### config.mk
export PLATFORM = sky130hd
export DESIGN_NAME = l1_token_guard
export DESIGN_NICKNAME = d
export VERILOG_FILES = /design/src/rtl/tokguard_pkg.sv /design/src/rtl/tokguard_decode.sv /design/src/rtl/tokguard_bits.sv /design/src/rtl/tokguard_ctrl.sv /design/src/rtl/l1_token_guard.sv
export SDC_FILE = /design/constraint.sdc
export NUM_CORES = 1
export LEC_CHECK = 0
export ABC_CLOCK_PERIOD_IN_PS = 5400
export BUFFER_PORTS_ARGS = -buffer_cell sky130_fd_sc_hd__buf_2
export CAP_MARGIN = 10
export CORE_MARGIN = 2
export CORE_UTILIZATION = 51
export DETAILED_ROUTE_END_ITERATION = 10
export PLACE_DENSITY = 0.9
export SLEW_MARGIN = 20
export SYNTH_ARGS = -nofsm -noshare
export SYNTH_HDL_FRONTEND = slang
export SYNTH_HIERARCHICAL = 1
export SYNTH_SLANG_ARGS = --single-unit
### constraint.sdc
create_clock -name clk -period 5.4 [get_ports clk]
set_clock_uncertainty 0.1 [all_clocks]
set_input_delay 0.27 -clock clk [delete_from_list [all_inputs] [get_ports clk]]
set_output_delay 0.27 -clock clk [all_outputs]
set_load 0.005 [all_outputs]
### src/rtl/tokguard_pkg.sv
package tokguard_pkg;
  typedef enum logic [1:0] {
    OP_LOAD   = 2'd0,
    OP_STORE  = 2'd1,
    OP_ARM    = 2'd2,
    OP_DISARM = 2'd3
  } tok_op_e;

  typedef enum logic [1:0] {
    RC_DONE    = 2'd0,
    RC_TOKEN   = 2'd1,
    RC_INVALID = 2'd2
  } tok_rc_e;

  typedef enum logic [2:0] {
    ST_IDLE,
    ST_MISS,
    ST_RETRY,
    ST_ZERO,
    ST_RESP
  } tok_st_e;
endpackage

### src/rtl/tokguard_decode.sv
module tokguard_decode
  import tokguard_pkg::*;
#(
  parameter int ADDR_W      = 32,
  parameter int NUM_LINES   = 16,
  parameter int LINE_BYTES  = 64,
  parameter int TOKEN_BYTES = 64
) (
  input  logic [ADDR_W-1:0]                 addr,
  input  logic [1:0]                        op,
  output logic [$clog2(NUM_LINES)-1:0]      line_idx,
  output logic [((LINE_BYTES/TOKEN_BYTES) > 1 ? $clog2(LINE_BYTES/TOKEN_BYTES) : 1)-1:0] slot_idx,
  output logic                              misaligned,
  output logic [ADDR_W-1:0]                 aligned_addr
);
  localparam int LINE_OFF = $clog2(LINE_BYTES);
  localparam int TOK_OFF  = $clog2(TOKEN_BYTES);
  localparam int IDX_W    = $clog2(NUM_LINES);
  localparam int TPL      = LINE_BYTES / TOKEN_BYTES;
  localparam int SLOT_W   = (TPL > 1) ? $clog2(TPL) : 1;

  logic wide_op;

  assign line_idx = addr[LINE_OFF +: IDX_W];

  generate
    if (TPL > 1) begin : g_multi_slot
      assign slot_idx = addr[TOK_OFF +: SLOT_W];
    end else begin : g_single_slot
      assign slot_idx = '0;
    end
  endgenerate

  assign wide_op      = (op == OP_ARM) || (op == OP_DISARM);
  assign misaligned   = wide_op && (addr[TOK_OFF-1:0] != '0);
  assign aligned_addr = {addr[ADDR_W-1:TOK_OFF], {TOK_OFF{1'b0}}};
endmodule

### src/rtl/tokguard_bits.sv
module tokguard_bits #(
  parameter int NUM_LINES = 16,
  parameter int TPL       = 1
) (
  input  logic                         clk,
  input  logic                         rst_n,
  input  logic [$clog2(NUM_LINES)-1:0] line_idx,
  input  logic [((TPL > 1) ? $clog2(TPL) : 1)-1:0] slot_idx,
  output logic                         rd_bit,
  input  logic                         set_en,
  input  logic                         clr_en,
  input  logic                         fill_en,
  input  logic [TPL-1:0]               fill_vec
);
  logic [NUM_LINES-1:0][TPL-1:0] bits_q;
  logic [NUM_LINES-1:0][TPL-1:0] bits_d;
  logic                          bits_we;

  assign rd_bit  = bits_q[line_idx][slot_idx];
  assign bits_we = set_en | clr_en | fill_en;

  always_comb begin
    bits_d = bits_q;
    if (fill_en) bits_d[line_idx] = fill_vec;
    if (set_en)  bits_d[line_idx][slot_idx] = 1'b1;
    if (clr_en)  bits_d[line_idx][slot_idx] = 1'b0;
  end

  always_ff @(posedge clk or negedge rst_n) begin
    if (!rst_n)       bits_q <= '0;
    else if (bits_we) bits_q <= bits_d;
  end
endmodule

### src/rtl/tokguard_ctrl.sv
module tokguard_ctrl
  import tokguard_pkg::*;
#(
  parameter int ADDR_W = 32
) (
  input  logic              clk,
  input  logic              rst_n,
  input  logic              req_valid,
  input  logic [1:0]        req_op,
  input  logic [ADDR_W-1:0] req_addr,
  input  logic              req_debug,
  input  logic              req_hit,
  input  logic              fill_valid,
  input  logic              rsp_ready,
  input  logic              tok_bit,
  input  logic              misaligned,
  output logic [1:0]        cur_op,
  output logic [ADDR_W-1:0] cur_addr,
  output logic              req_ready,
  output logic              fetch_req,
  output logic              set_en,
  output logic              clr_en,
  output logic              fill_en,
  output logic              data_en,
  output logic              zero_en,
  output logic              commit,
  output logic              rsp_valid,
  output logic [1:0]        rsp_code,
  output logic [ADDR_W-1:0] rsp_fault_addr
);
  tok_st_e           state_q, state_d;
  logic [1:0]        op_q;
  logic [ADDR_W-1:0] addr_q;
  logic              dbg_q;
  logic [1:0]        code_q, code_d;
  logic              in_idle, accept, eval_go, cur_dbg;

  assign in_idle  = (state_q == ST_IDLE);
  assign accept   = in_idle && req_valid;
  assign cur_op   = in_idle ? req_op    : op_q;
  assign cur_addr = in_idle ? req_addr  : addr_q;
  assign cur_dbg  = in_idle ? req_debug : dbg_q;

  always_comb begin
    state_d = state_q;
    code_d  = code_q;
    eval_go = 1'b0;
    set_en  = 1'b0;
    clr_en  = 1'b0;
    fill_en = 1'b0;
    data_en = 1'b0;
    zero_en = 1'b0;
    commit  = accept && (req_op == OP_STORE) && !req_debug;
    unique case (state_q)
      ST_IDLE: begin
        if (req_valid) begin
          if (misaligned) begin
            code_d  = RC_INVALID;
            state_d = ST_RESP;
          end else if (!req_hit) begin
            state_d = ST_MISS;
          end else begin
            eval_go = 1'b1;
          end
        end
      end
      ST_MISS: begin
        if (fill_valid) begin
          fill_en = 1'b1;
          state_d = ST_RETRY;
        end
      end
      ST_RETRY: eval_go = 1'b1;
      ST_ZERO: begin
        zero_en = 1'b1;
        state_d = ST_RESP;
      end
      ST_RESP: begin
        if (rsp_ready) state_d = ST_IDLE;
      end
      default: state_d = ST_IDLE;
    endcase

    if (eval_go) begin
      state_d = ST_RESP;
      unique case (cur_op)
        OP_LOAD, OP_STORE: begin
          if (tok_bit) begin
            code_d = RC_TOKEN;
          end else begin
            code_d  = RC_DONE;
            data_en = 1'b1;
            if ((cur_op == OP_STORE) && cur_dbg) commit = 1'b1;
          end
        end
        OP_ARM: begin
          set_en = 1'b1;
          code_d = RC_DONE;
        end
        OP_DISARM: begin
          if (tok_bit) begin
            clr_en  = 1'b1;
            code_d  = RC_DONE;
            state_d = ST_ZERO;
          end else begin
            code_d = RC_TOKEN;
          end
        end
        default: code_d = RC_INVALID;
      endcase
    end
  end

  always_ff @(posedge clk or negedge rst_n) begin
    if (!rst_n) begin
      state_q <= ST_IDLE;
      code_q  <= RC_DONE;
    end else begin
      state_q <= state_d;
      code_q  <= code_d;
    end
  end

  always_ff @(posedge clk or negedge rst_n) begin
    if (!rst_n) begin
      op_q   <= '0;
      addr_q <= '0;
      dbg_q  <= 1'b0;
    end else if (accept) begin
      op_q   <= req_op;
      addr_q <= req_addr;
      dbg_q  <= req_debug;
    end
  end

  assign req_ready      = in_idle;
  assign fetch_req      = (state_q == ST_MISS);
  assign rsp_valid      = (state_q == ST_RESP);
  assign rsp_code       = code_q;
  assign rsp_fault_addr = (code_q != RC_DONE) ? addr_q : '0;
endmodule

### src/rtl/l1_token_guard.sv
module l1_token_guard #(
  parameter int ADDR_W      = 32,
  parameter int NUM_LINES   = 16,
  parameter int LINE_BYTES  = 64,
  parameter int TOKEN_BYTES = 64
) (
  input  logic                                clk,
  input  logic                                rst_n,
  input  logic                                req_valid,
  output logic                                req_ready,
  input  logic [1:0]                          req_op,
  input  logic [ADDR_W-1:0]                   req_addr,
  input  logic                                req_debug,
  input  logic                                req_hit,
  input  logic                                fill_valid,
  input  logic [LINE_BYTES/TOKEN_BYTES-1:0]   fill_tokens,
  output logic                                fetch_req,
  output logic                                data_en,
  output logic                                zero_en,
  output logic [ADDR_W-1:0]                   zero_addr,
  output logic                                commit,
  output logic                                rsp_valid,
  input  logic                                rsp_ready,
  output logic [1:0]                          rsp_code,
  output logic [ADDR_W-1:0]                   rsp_fault_addr
);
  localparam int TPL    = LINE_BYTES / TOKEN_BYTES;
  localparam int IDX_W  = $clog2(NUM_LINES);
  localparam int SLOT_W = (TPL > 1) ? $clog2(TPL) : 1;

  logic [1:0]        cur_op;
  logic [ADDR_W-1:0] cur_addr;
  logic [IDX_W-1:0]  line_idx;
  logic [SLOT_W-1:0] slot_idx;
  logic              misaligned, tok_bit;
  logic              set_en, clr_en, fill_en;

  tokguard_decode #(
    .ADDR_W(ADDR_W), .NUM_LINES(NUM_LINES),
    .LINE_BYTES(LINE_BYTES), .TOKEN_BYTES(TOKEN_BYTES)
  ) u_decode (
    .addr(cur_addr), .op(cur_op), .line_idx(line_idx), .slot_idx(slot_idx),
    .misaligned(misaligned), .aligned_addr(zero_addr)
  );

  tokguard_bits #(.NUM_LINES(NUM_LINES), .TPL(TPL)) u_bits (
    .clk(clk), .rst_n(rst_n), .line_idx(line_idx), .slot_idx(slot_idx),
    .rd_bit(tok_bit), .set_en(set_en), .clr_en(clr_en),
    .fill_en(fill_en), .fill_vec(fill_tokens)
  );

  tokguard_ctrl #(.ADDR_W(ADDR_W)) u_ctrl (
    .clk(clk), .rst_n(rst_n), .req_valid(req_valid), .req_op(req_op),
    .req_addr(req_addr), .req_debug(req_debug), .req_hit(req_hit),
    .fill_valid(fill_valid), .rsp_ready(rsp_ready), .tok_bit(tok_bit),
    .misaligned(misaligned), .cur_op(cur_op), .cur_addr(cur_addr),
    .req_ready(req_ready), .fetch_req(fetch_req), .set_en(set_en),
    .clr_en(clr_en), .fill_en(fill_en), .data_en(data_en),
    .zero_en(zero_en), .commit(commit), .rsp_valid(rsp_valid),
    .rsp_code(rsp_code), .rsp_fault_addr(rsp_fault_addr)
  );
endmodule

==> impl_metrics.py, run 1 <==
metrics = {
    "grt": {
        "grt_usage_pct": 20.18,
        "grt.overflow.total": 0,
        "grt_pass1_wl_um": 12030,
        "grt_max_degree": 57,
        "antenna_found_initial": 0,
        "grt_pass1_vias": 2483,
    },
    "worst_setup_path": {
        "critical_path_class": "reg2reg",
        "reg2regPathDepth": 13,
        "crit_path_start": "u_ctrl/state_q[1]",
        "setup.worst_path.start_class": "register",
        "reg2reg_from": "u_ctrl/state_q[1]",
        "required_ps": 5490,
        "reg2reg_to": "u_bits/bits_q[0]",
        "critPathCapture": "u_bits/bits_q[0]",
        "r2r_slack_ps": 1250,
        "critPathCaptureType": "register",
        "critPathMaxFanout": 19,
        "arrival_ps": 4240,
    },
    "logic_synthesis": {
        "ys_types": 39,
        "syn_area_sq_um": 3532,
        "ys_warn_count": 6,
        "ys_ff_latch": 56,
        "synth_top_flop_cell": "dfrtp_1",
        "synthMuxAreaShare_pct": 24.94,
        "ys_seq_area_share_pct": 39.67,
        "synth_top_family_by_area": "multiplexers",
        "synth_compound_area_share_pct": 11.41,
        "synth_simple_gate_area_share_pct": 11.41,
        "synthCells": 312,
        "synthAdderAreaFrac_pct": 0,
        "synth.top_cell.area_share_pct": 39.67,
        "synth_top_area_cell": "dfrtp_1",
        "synth_area_leaders": "dfrtp_1 40%, mux2_2 21%, buf_4 8.7%, nor2b_1 6.4%, a32o_1 3.7%",
        "synth_edf_count": 0,
        "synthXorXnorAreaFrac_pct": 0,
        "async_reset_ff_share_pct": 100.0,
        "synth_area_per_cell_sq_um": 11.32,
    },
    "min_path": {
        "hp-class": "in2async",
    },
    "clocking": {
        "clkTransAtPathRegs_ps": 100,
        "cts_buffer_depth": 2,
        "cts_buffers": 5,
        "cts_root_buf": "clkbuf_8",
        "clock_latency_ps": 310,
        "cts-htree-levels": 2,
        "cts_sinks": 56,
        "cts_resized": 0,
        "cts_tree": "yes",
        "cts_setup_buffers": 0,
        "hold_buffers": 0,
    },
    "timing": {
        "tns_ps": 0,
        "worst_slew_pin_slew_ps": 983.7,
        "max_freq_mhz": 240.8,
        "finalHoldViolCount": 29,
        "fin_crit_ps": 4152,
        "drv_slew": 0,
        "maxSlewHeadroom_pct": 34.42,
        "setup_violations": 0,
        "grt_setup_unrepaired": "no",
        "hold_ws_ps": -17.24,
        "timing.final.crit_share_pct": 76.89,
    },
    "power_and_ir_drop": {
        "p_seq_share_pct": 32.3,
        "p_int_mw": 1.383,
        "leakagePower_nw": 1.819,
        "p_clk_share_pct": 10.4,
        "switching_share_pct": 38.44,
        "comb_power_share_pct": 57.3,
        "max-vdd-ir-drop_uv": 164.3,
        "p_sw_uw": 863.7,
        "powerDensity_nw_per_um2": 575.0,
    },
    "run_status": {
        "violations": "hold timing",
        "run_status": "complete, but fails checks",
    },
    "placement": {
        "hpwl_um": 5691,
        "place_area_sq_um": 3816,
        "port_buffers": 107,
        "gp_congestion": 0.8786,
    },
    "layout": {
        "layout-drive-gt1-share_pct": 50.66,
        "fillerInstances": 578,
        "area_growth_pct": 10.63,
        "fin_util_pct": 57.83,
        "most-common-layout-cells": "107 x buf_2, 67 x mux2_2, 56 x dfrtp_1",
        "stdcell_area_sq_um": 3908,
        "nets": 419,
        "antenna_cells": 0,
        "final_common_cell": "buf_2",
    },
    "detailed_routing": {
        "drc": 0,
        "first_pass_iters": 4,
        "routedWlPerCell_um": 16.71,
        "final_antenna_net_count": 0,
        "drt_iter0_markers": 203,
        "viasPerCell": 5.611,
        "vias": 2564,
        "totalWireLength_um": 7636,
    },
    "floorplanning": {
        "start_util_pct": 52.28,
        "core_sq_um": 6756,
        "die_h_um": 87.22,
        "rows": 30,
        "die_w_um": 87.22,
        "die_area_sq_um": 7607,
        "io_pins": 114,
    },
    "job": {
        "drv_cap": 0,
    },
}
## worst min path at each step
stage	endpoint	startpoint	cells after the start	slack, ps
final	u_ctrl/addr_q[29]	rst_n	2	-20
after global routing	u_ctrl/addr_q[23]	rst_n	2	40
after CTS	u_ctrl/addr_q[4]	rst_n	2	10
after detailed placement	u_ctrl/addr_q[29]	rst_n	2	350
after global placement	u_ctrl/addr_q[23]	rst_n	2	340
after floorplan	u_bits/bits_q[0]	rst_n	0	-130
## synthesized netlist by cell type (5+ instances only)
library cell and number:
nor2_1 8, dfrtp_1 56, mux2_2 67, nor2b_1 36
inv_1 5, nand2_1 6, o211ai_1 16, clkbuf_1 5
buf_2 8, a32o_1 13, buf_4 41, a22o_1 5
## through the flow
stage	total power, mW	setup slack [ps]	instances	hold WS, ps
after floorplan	1.782	1594	318	-125.6
after global placement	1.956	1469	450	335.1
after detailed placement	2.026	1331	450	350.0
after CTS	2.263	1292	457	14.50
after global routing	2.419	972.4	457	39.41
final	2.247	1248	457	-17.24
## per-layer routing
metal | vias up | wire, um | GRT usage, %
li1 | 1215 | - | -
met2 | 97 | 3935 | 36.43
met1 | 1238 | 3134 | 24.36
met5 | - | 0 | 0
met4 | 0 | 151 | 6.154
met3 | 14 | 414 | 3.791
## power groups by stage
stage	Sequential (mW)	Combinational, mW	Clock, mW
3_3_place_gp	0.710	1.25	0
4_1_cts	0.724	1.30	0.241
3_5_place_dp	0.733	1.29	0
2_1_floorplan	0.687	1.10	0
5_1_grt	0.753	1.41	0.260
6_report	0.725	1.29	0.234
## worst max-delay path, stage by stage (launching register included)
cell and delay, ps:
dfrtp_1 490, nor3_4 210, buf_4 290, mux2_2 370, or4_1 520, o31a_1 270, and3b_2 230, o21ai_0 180
nand4bb_1 290, inv_1 100, nor2b_1 140, buf_4 230, a21oi_1 230, a32o_1 370
## registers in the layout, indices dropped and copies added, names as in the netlist
register	count
u_ctrl/addr_q	32
u_bits/bits_q	16
u_ctrl/state_q	3
u_ctrl/op_q	2
u_ctrl/rsp_code	2
u_ctrl/dbg_q	1
## cells by family after synthesis
family / count (synthesis)
mux: 73
simple gates: 68
buf+inv: 65
flops: 56
compound gates: 49
other cells: 1
## final cells by class
class	instances	area (sq um)	share of cell area, %
clock buffer	6	82.58	2.113
sequential	56	1401	35.86
timing repair buffer	112	573.1	14.67
tap	80	100.1	2.562
multi-input combinational	197	1723	44.09
clock inverter	1	8.758	0.2241
inverter	5	18.77	0.4803
Note: power is estimated with default switching activity, not from simulation.
==> run 2: changes to the inputs <==
--- a/config.mk
+++ b/config.mk
@@ -5,13 +5,13 @@
 export SDC_FILE = /design/constraint.sdc
 export NUM_CORES = 1
 export LEC_CHECK = 0
-export ABC_CLOCK_PERIOD_IN_PS = 5400
+export ABC_CLOCK_PERIOD_IN_PS = 3600
 export BUFFER_PORTS_ARGS = -buffer_cell sky130_fd_sc_hd__buf_2
 export CAP_MARGIN = 10
 export CORE_MARGIN = 2
-export CORE_UTILIZATION = 51
+export CORE_UTILIZATION = 46
 export DETAILED_ROUTE_END_ITERATION = 10
-export PLACE_DENSITY = 0.9
+export PLACE_DENSITY = 0.86
 export SLEW_MARGIN = 20
 export SYNTH_ARGS = -nofsm -noshare
 export SYNTH_HDL_FRONTEND = slang
==> constraint.sdc (replaced) <==
create_clock -name clk -period 3.6 [get_ports clk]
set_clock_uncertainty 0.1 [all_clocks]
set_input_delay 0.18 -clock clk [delete_from_list [all_inputs] [get_ports clk]]
set_output_delay 0.18 -clock clk [all_outputs]
set_load 0.005 [all_outputs]
==> impl_metrics.py, run 2 (synthesized netlist as in run 1, its figures left out) <==
metrics = {
    "min_path": {
        "hp-class": "in2reg",
        "worstHoldStart": "req_addr[4]",
    },
    "worst_setup_path": {
        "critical_path_class": "reg2reg",
        "crit_path_start": "u_ctrl/state_q[1]",
        "required_ps": 3710,
        "critPathCaptureType": "register",
        "setup.worst_path.start_class": "register",
        "reg2reg_from": "u_ctrl/state_q[1]",
        "critPathMaxFanout": 9,
        "arrival_ps": 3610,
        "cp_slowest_cell": "or4_1",
        "max_stage_delay_ps": 520,
        "path_cells": "nor3_4 -> mux2_2 -> or4_1 -> o31a_1 -> and3b_2 -> o21ai_2 -> nand4bb_1 -> inv_1 -> nor2b_4 -> buf_12 -> o211ai_1 -> a22o_1",
    },
    "timing": {
        "hold_ws_ps": 11.65,
        "max_freq_mhz": 285.0,
        "timing.final.crit_share_pct": 97.46,
        "worst_slew_pin_slew_ps": 816.1,
        "drv_slew": 0,
        "worst_slack_ps": 91.47,
        "finalHoldViolCount": 0,
        "grt_setup_unrepaired": "yes",
        "tns_ps": 0,
        "maxSlewHeadroom_pct": 45.59,
        "fin_crit_ps": 3509,
        "setup_violations": 0,
    },
    "detailed_routing": {
        "first_pass_iters": 4,
        "final_antenna_net_count": 0,
        "drt_iter0_markers": 124,
        "viasPerCell": 5.318,
        "totalWireLength_um": 7865,
        "vias": 2659,
        "routedWlPerCell_um": 15.73,
        "drc": 0,
    },
    "placement": {
        "hpwl_um": 5589,
        "port_buffers": 107,
        "gp_congestion": 0.8586,
        "dp_worst_setup_slack_ps": -122.3,
        "placed_cells": 476,
    },
    "power_and_ir_drop": {
        "max-vdd-ir-drop_uv": 253.0,
        "leakagePower_nw": 1.952,
        "powerDensity_nw_per_um2": 823.2,
        "total_power_mw": 3.471,
    },
    "grt": {
        "grt_max_degree": 37,
        "grtUsageMet2_pct": 32.11,
        "grt_pass1_wl_um": 12550,
        "antenna_found_initial": 0,
        "grt_pass1_vias": 2542,
        "busiest_layer": "met2",
        "grt_usage_pct": 18.46,
        "grt_use_met1_pct": 23.36,
        "grt.overflow.total": 0,
        "grt_util_met3_pct": 3.615,
    },
    "floorplanning": {
        "rows": 31,
        "die_area_sq_um": 8395,
        "io_pins": 114,
        "core_sq_um": 7331,
        "die_h_um": 91.63,
        "start_util_pct": 48.18,
        "die_w_um": 91.63,
    },
    "clocking": {
        "cts_sinks": 56,
        "cts_root_buf": "clkbuf_8",
        "cts_tree": "yes",
        "cts-htree-levels": 2,
        "clkTransAtPathRegs_ps": 100,
        "cts_buffers": 5,
        "cts_buffer_depth": 2,
        "clock_latency_ps": 310,
    },
    "layout": {
        "finalNonFillerCells": 500,
        "regMostFlops": "u_ctrl/addr_q",
        "nets": 442,
        "most-common-layout-cells": "107 x buf_2, 65 x mux2_2, 54 x dfrtp_1",
        "reg_top3": "u_ctrl/addr_q: 32 flops, u_bits/bits_q: 16 flops, u_ctrl/state_q: 3 flops",
        "fillerInstances": 601,
        "antenna_cells": 0,
        "area_growth_pct": 19.38,
        "final_common_cell": "buf_2",
        "largest_register_ffs": 32,
        "layout-drive-gt1-share_pct": 52.62,
    },
    "job": {
        "drv_cap": 0,
    },
    "run_status": {
        "run_status": "complete, no violations",
    },
}
## run 2: cell types whose count changed in the layout (fill, tap and decap cells not counted), sizes merged
cell / previous run / this run
dlygate4sd3: 0 / 12
clkinvlp: 0 / 1
buf: 112 / 122
inv: 5 / 6
## run 2: worst paths after layout
| check | end | slack (ps) | cells after the start |
|---|---|---|---|
| worst max-delay path | u_bits/bits_q[12] | 90 | 12 |
| max in group asynchronous | u_ctrl/state_q[0] | 2280 | 3 |
| min in group asynchronous | u_ctrl/addr_q[21] | 290 | 2 |
| worst min-delay path | u_ctrl/addr_q[4] | 10 | 2 |
| worst max register to register | u_bits/bits_q[12] | 90 | 12 |
| worst min register to register | u_bits/bits_q[0] | 400 | 1 |
## run 2: final cells by class
cell class / instances / area [sq um] / area share [%]
inverters: 5 / 18.77 / 0.4451
clock inverters: 3 / 27.53 / 0.6528
flip-flops and latches: 56 / 1404 / 33.29
well taps: 99 / 123.9 / 2.938
multi-input cells: 197 / 1764 / 41.84
repair buffers: 135 / 809.5 / 19.20
clock buffers: 5 / 68.82 / 1.632
## run 2: through the flow
stage | utilization [%] | cell area [sq um]
after floorplan | - | 3577
after global placement | 53.11 | 3894
after detailed placement | 53.11 | 3894
after CTS | 56.34 | 4130
after global routing | 57.52 | 4217
final | 57.52 | 4217
## run 2: per-layer routing
metal,vias to the layer above,share of wire [%]
met5,-,0
met4,0,1.2
met3,9,6.5
met2,98,51
met1,1300,42
li1,1252,-
## run 2: what timing repair did
action | 4_1_cts | 5_1_grt
gates cloned | 0 | 1
gates resized for setup | 5 | 10
endpoints found under the hold margin | 35 | 0
setup buffers | 0 | 3
pin swaps | 1 | 2
hold buffers | 12 | 0
setup endpoints to repair | 16 | 17
## run 2: critical path: cells and delay by family (launching register included)
kind	cells	cell delay, ps
simple gates	5	1520
compound gates	4	740
flops	1	440
mux	1	370
buf+inv	2	240
## run 2: power breakdown
| group | switching [mW] | internal [mW] |
|---|---|---|
| Combinational | 0.944 | 1.10 |
| Clock | 0.217 | 0.143 |
| Sequential | 0.171 | 0.895 |
| Total | 1.33 | 2.14 |
